### src/rtl/br_resolve_pkg.sv
// Shared types for the branch resolution unit.
// Assumes a 4-bit kind code where 15 is the decrement-and-loop form.
package br_resolve_pkg;
    typedef enum logic [3:0] {
        BK_ALWAYS = 4'd0,
        BK_ZCLR   = 4'd1,
        BK_ZSET   = 4'd2,
        BK_NCLR   = 4'd3,
        BK_NSET   = 4'd4,
        BK_VCLR   = 4'd5,
        BK_VSET   = 4'd6,
        BK_CCLR   = 4'd7,
        BK_CSET   = 4'd8,
        BK_SGE    = 4'd9,
        BK_SLT    = 4'd10,
        BK_SGT    = 4'd11,
        BK_SLE    = 4'd12,
        BK_UHI    = 4'd13,
        BK_ULS    = 4'd14,
        BK_LOOP   = 4'd15
    } br_kind_e;

    typedef struct packed {
        logic n;
        logic z;
        logic v;
        logic c;
    } cc_t;
endpackage

### src/rtl/br_cond_eval.sv
// Evaluates the flag condition for branch kinds 0..14.
// Assumes the loop kind is decided elsewhere; it yields 0 here.
module br_cond_eval
    import br_resolve_pkg::*;
(
    input  br_kind_e kind_i,
    input  cc_t      cc_i,
    output logic     hit_o
);
    logic sgn_lt;
    logic uns_ls;

    // Derive the shared signed and unsigned terms.
    always_comb begin
        sgn_lt = cc_i.n ^ cc_i.v;
        uns_ls = cc_i.c | cc_i.z;
    end

    // Select the condition for the requested kind.
    always_comb begin
        unique case (kind_i)
            BK_ALWAYS: hit_o = 1'b1;
            BK_ZCLR:   hit_o = ~cc_i.z;
            BK_ZSET:   hit_o = cc_i.z;
            BK_NCLR:   hit_o = ~cc_i.n;
            BK_NSET:   hit_o = cc_i.n;
            BK_VCLR:   hit_o = ~cc_i.v;
            BK_VSET:   hit_o = cc_i.v;
            BK_CCLR:   hit_o = ~cc_i.c;
            BK_CSET:   hit_o = cc_i.c;
            BK_SGE:    hit_o = ~sgn_lt;
            BK_SLT:    hit_o = sgn_lt;
            BK_SGT:    hit_o = ~(cc_i.z | sgn_lt);
            BK_SLE:    hit_o = cc_i.z | sgn_lt;
            BK_UHI:    hit_o = ~uns_ls;
            BK_ULS:    hit_o = uns_ls;
            default:   hit_o = 1'b0;
        endcase
    end
endmodule

### src/rtl/br_target_gen.sv
// Computes the branch target from the next address and a word offset.
// Forward kinds use a signed offset; the loop kind subtracts an unsigned one.
// Assumes ADDR_W is wider than either offset plus one bit.
module br_target_gen #(
    parameter int ADDR_W = 16,
    parameter int OFF_W  = 8,
    parameter int LOFF_W = 6
) (
    input  logic [ADDR_W-1:0] next_pc_i,
    input  logic [OFF_W-1:0]  off_i,
    input  logic [LOFF_W-1:0] loop_off_i,
    input  logic              backward_i,
    output logic [ADDR_W-1:0] target_o
);
    localparam int SEXT_W = ADDR_W - OFF_W;
    localparam int ZEXT_W = ADDR_W - LOFF_W;

    logic [ADDR_W-1:0] fwd_words;
    logic [ADDR_W-1:0] back_words;
    logic [ADDR_W-1:0] addend;

    // Widen both offsets, convert words to bytes, pick one addend.
    always_comb begin
        fwd_words  = {{SEXT_W{off_i[OFF_W-1]}}, off_i};
        back_words = {{ZEXT_W{1'b0}}, loop_off_i};
        addend     = backward_i ? (~(back_words << 1) + ADDR_W'(1))
                                : (fwd_words << 1);
    end

    // A single adder serves both directions.
    always_comb begin
        target_o = next_pc_i + addend;
    end
endmodule

### src/rtl/br_loop_dec.sv
// Decrements the loop register and flags a nonzero result.
// Assumes wrap-around arithmetic modulo 2^DATA_W.
module br_loop_dec #(
    parameter int DATA_W = 16
) (
    input  logic [DATA_W-1:0] val_i,
    output logic [DATA_W-1:0] dec_o,
    output logic              nonzero_o
);
    // Subtract one and test the result for zero.
    always_comb begin
        dec_o     = val_i - DATA_W'(1);
        nonzero_o = |dec_o;
    end
endmodule

### src/rtl/br_resolve.sv
// Top of the branch resolution unit: decides taken, selects the next
// address and produces the loop register write, all registered once.
// Assumes the kind code arrives already decoded, with br_en_i qualifying it.
module br_resolve
    import br_resolve_pkg::*;
#(
    parameter int ADDR_W = 16,
    parameter int DATA_W = 16,
    parameter int OFF_W  = 8,
    parameter int LOFF_W = 6
) (
    input  logic              clk,
    input  logic              rst_n,
    input  logic              br_en_i,
    input  logic [3:0]        kind_i,
    input  logic [3:0]        cc_i,
    input  logic [OFF_W-1:0]  off_i,
    input  logic [LOFF_W-1:0] loop_off_i,
    input  logic [ADDR_W-1:0] next_pc_i,
    input  logic [DATA_W-1:0] loop_reg_i,
    output logic              taken_o,
    output logic [ADDR_W-1:0] pc_o,
    output logic              reg_wr_o,
    output logic [DATA_W-1:0] reg_val_o
);
    br_kind_e          kind;
    cc_t               flags;
    logic              is_loop;
    logic              cond_hit;
    logic              loop_nz;
    logic [DATA_W-1:0] loop_dec;
    logic [ADDR_W-1:0] target;
    logic              taken_d;
    logic [ADDR_W-1:0] pc_d;
    logic              wr_d;

    // Type the raw inputs.
    always_comb begin
        kind    = br_kind_e'(kind_i);
        flags   = cc_t'(cc_i);
        is_loop = (kind == BK_LOOP);
    end

    br_cond_eval u_cond (
        .kind_i (kind),
        .cc_i   (flags),
        .hit_o  (cond_hit)
    );

    br_target_gen #(
        .ADDR_W (ADDR_W),
        .OFF_W  (OFF_W),
        .LOFF_W (LOFF_W)
    ) u_tgt (
        .next_pc_i  (next_pc_i),
        .off_i      (off_i),
        .loop_off_i (loop_off_i),
        .backward_i (is_loop),
        .target_o   (target)
    );

    br_loop_dec #(
        .DATA_W (DATA_W)
    ) u_dec (
        .val_i     (loop_reg_i),
        .dec_o     (loop_dec),
        .nonzero_o (loop_nz)
    );

    // Combine the decision and pick the continuation address.
    always_comb begin
        taken_d = br_en_i & (is_loop ? loop_nz : cond_hit);
        wr_d    = br_en_i & is_loop;
        pc_d    = taken_d ? target : next_pc_i;
    end

    // Register the results with a synchronous active-low reset.
    always_ff @(posedge clk) begin
        if (!rst_n) begin
            taken_o   <= 1'b0;
            pc_o      <= '0;
            reg_wr_o  <= 1'b0;
            reg_val_o <= '0;
        end else begin
            taken_o   <= taken_d;
            pc_o      <= pc_d;
            reg_wr_o  <= wr_d;
            reg_val_o <= loop_dec;
        end
    end
endmodule

### config.mk
export PLATFORM = sky130hd
export DESIGN_NAME = br_resolve
export DESIGN_NICKNAME = d
export VERILOG_FILES = /design/src/rtl/br_resolve_pkg.sv /design/src/rtl/br_cond_eval.sv /design/src/rtl/br_target_gen.sv /design/src/rtl/br_loop_dec.sv /design/src/rtl/br_resolve.sv
export SDC_FILE = /design/constraint.sdc
export NUM_CORES = 1
export LEC_CHECK = 0
export ABC_CLOCK_PERIOD_IN_PS = 3350
export CAP_MARGIN = 0
export CORE_AREA = 2 2 98 100
export DETAILED_ROUTE_END_ITERATION = 12
export DIE_AREA = 0 0 100 102
export GPL_ROUTABILITY_DRIVEN = 0
export SLEW_MARGIN = 15
export SYNTH_ARGS = -nofsm -noshare
export SYNTH_HDL_FRONTEND = slang
export SYNTH_SLANG_ARGS = --single-unit
### constraint.sdc
create_clock -name clk -period 3.35 [get_ports clk]
set_clock_uncertainty 0.1 [all_clocks]
set_input_delay 0.5025 -clock clk [delete_from_list [all_inputs] [get_ports clk]]
set_output_delay 0.5025 -clock clk [all_outputs]
set_load 0.005 [all_outputs]
==> results of run 1 <==
[repair_timing]
item	CTS	global route
resized for setup	10	23
hold buffers	0	0
setup buffers	5	5
pin swaps	4	11
setup endpoints to repair	5	8
[layout by cell type (no fill, tap or decap), types with 10 or more instances in the layout]
master	n
clkdlybuf4s50_1	82
buf_4	70
dfxtp_1	34
a21oi_1	28
nor2_1	21
nand2_1	18
ha_1	15
inv_1	13
xnor2_1	13
nand4_1	11
o21ai_0	11
o31ai_1	10
[area by class of cell]
cell class,count,area [µm²]
fill,864,4680
inverter,15,56.3
sequential,34,681
multi-input combinational,256,1990
timing repair buffer,161,1450
clock inverter,1,30.0
clock buffer,6,82.6
tap,111,139
[how the worst max path moves through the flow]
stage	startpoint	end	slack (ns)	cells past startpoint
3_3_place_gp	loop_off_i[0]	pc_o[15]	-0.51	15
5_1_grt	loop_off_i[1]	pc_o[15]	0.01	14
2_1_floorplan	kind_i[0]	pc_o[15]	0.03	13
6_report	loop_off_i[4]	pc_o[15]	0.17	12
3_5_place_dp	loop_off_i[0]	pc_o[15]	-0.59	15
4_1_cts	loop_off_i[1]	pc_o[15]	0.01	15
[metrics by stage]
step	setup WS (ns)	power, mW	TNS [ns]	utilization, %
global route	0.0132	1.46	0	48.6
floorplan	0.0316	0.701	0	-
detailed placement	-0.589	0.969	-2.60	45.1
CTS	0.0113	1.36	0	47.3
global placement	-0.511	0.963	-2.16	45.1
finish	0.168	1.38	0	48.6
[report_power, final]
group / total (mW) / switching, mW / internal (mW) / leakage, nW
Clock: 0.380 / 0.142 / 0.238 / 0.0573
Sequential: 0.442 / 0.00737 / 0.435 / 0.283
Combinational: 0.554 / 0.253 / 0.301 / 1.51
Total: 1.38 / 0.403 / 0.974 / 1.85
[per-layer routing]
layer  GRT usage [%]  wire [µm]  part of all wire, %  vias to the layer above
met5               0          0                    0                        -
met4            4.53        127                  1.4                        0
met3            2.26        510                  5.7                       10
met2            30.1       4240                   48                       79
met1            22.2       3990                   45                     1384
li1                -          -                    -                     1517
[logic make-up after synthesis]
| family | count (synthesis) |
|---|---|
| buffers and inverters | 33 |
| flip-flops | 34 |
| AND/OR/NAND/NOR | 114 |
| AO/OA/AOI/OAI | 96 |
| adder cells (fa/ha/maj) | 19 |
| XOR/XNOR | 22 |
| multiplexers | 5 |
[critical path, delay by kind of cell]
family | cells | cell delay, ns
and+or+nand+nor | 4 | 0.69
muxes | 1 | 0.21
buffers and inverters | 1 | 0.46
adders and majority gates | 2 | 0.44
AOI/OAI and AO/OA | 4 | 0.98
[state kept, by name, indices dropped and copies added, names as in the netlist]
name       cells
reg_wr_o       1
reg_val_o     16
taken_o        1
pc_o          16
==> flow_summary.toml, run 1 <==
[outcome]
status = "finished clean"

[sta]
clock.fmax_ghz = 0.314
slew_headroom_pct = 63.6
period_share_pct = 95.0
hold_ws_ns = 0.694
min_period_ns = 3.18
worstMarginPinSlew_ns = 0.546
setup_viol = 0
hold_violations = 0
rsz0062_at_grt = "false"
maxSlewViolCount = 0

[grt]
grt-ovfl-total = 0
antenna_found_initial = 0
grt_pass1_wl_mm = 14.1
grtUsageTotal_pct = 17.1
grt_max_degree = 29
grt_pass1_vias = 2935

[yosys]
synth-xor-area-share_pct = 7.17
synth-compound-area-share_pct = 25.7
synth_top_family_by_area = "compound AO/OA/AOI/OAI gates"
ys_top_cells_by_area = "dfxtp_1 25%, ha_1 8.4%, a21oi_1 5.6%"
syn-cell-area_mm2 = 0.00269
yosysMostFrequentCell = "dfxtp_1"
synthMuxAreaShare_pct = 1.91
synth_fp_nets = 399
ys_warn_count = 0
synth_top_area_cell = "dfxtp_1"
synth_area_per_cell_um2 = 8.32
synthFlopType = "dfxtp_1"
synth_cell_types = 64
yosys_register_bits = 34
yosys.area_share.simple_pct = 25.0
synthCells = 323
synth-edff-count = 0
yosysTopAreaCellShare_pct = 25.3
synth_fa_ha_area_share_pct = 9.13
synth_async_sr_flop_share_pct = 0
synthTopCellsByCount = "34 x dfxtp_1, 30 x a21oi_1, 22 x nor2_1"
ys_seq_area_share_pct = 25.3

[setup_path]
crit_chain = "clkdlybuf4s50_1, nor3b_4, ha_1, nand2_1, nand2_1, ha_1, or3_1, o21bai_4, a21oi_2, o2111ai_2, a2111oi_4, mux2i_1"
worstPathMaxFanout = 2
crit_type = "primary input to register"
startpoint_type = "primary input"
max_stage_delay_ns = 0.46
required_ns = 3.47
cp_slowest_cell = "clkdlybuf4s50_1"
cp-end-kind = "register"
cp.arrival_ns = 3.30

[min_path]
hold_depth = 2
hp-class = "primary input to register"
hp-start = "next_pc_i[0]"
whs_endpoint = "pc_o[0]"

[clock_tree]
cts_tree = "built"
cts_sinks = 34
clockRootBuffer = "clkbuf_8"
clkSlewWorstSetupHoldPaths_ns = 0.07
max-clock-path-buffers = 2
cts_made_buffers = 5
htree_num_levels = 2

[floorplanning]
die_h_um = 102
die_x_um = 100
dieArea_mm2 = 0.0102
ios = 91
rows = 35
initial_core_util_pct = 29.5
core_area_mm2 = 0.00911

[route]
ant_nets = 0
vias_per_cell = 5.12
wl_per_cell_um = 15.2
drt_iter0_markers = 112
dr.pass1.iters = 4
drc = 0
vias = 2990
postRouteWirelength_mm = 8.87

[placed_design]
numPlacedInstances = 567
portBuffers = 90
dp_hpwl_mm = 7.07
postPlaceCellArea_mm2 = 0.00411

[job]
cap_violations = 0

[finish]
n_antenna_cell = 0
layout.nets = 549
fin_area_mm2 = 0.00443
stdcell_count = 584
area_delta_synth_final_pct = 64.8
drive_gt1_share_pct = 24.3

[power]
p_per_area_mw_per_mm2 = 311
max-vdd-ir-drop_mv = 0.137
p_leak_nw = 1.85
(Power assumes the default switching activity.)
==> inputs of run 2 (changes only) <==
SLEW_MARGIN = 20   (was 15)
==> results of run 2 <==
No change in the layout: final DEF, timing and power equal those of run 1.
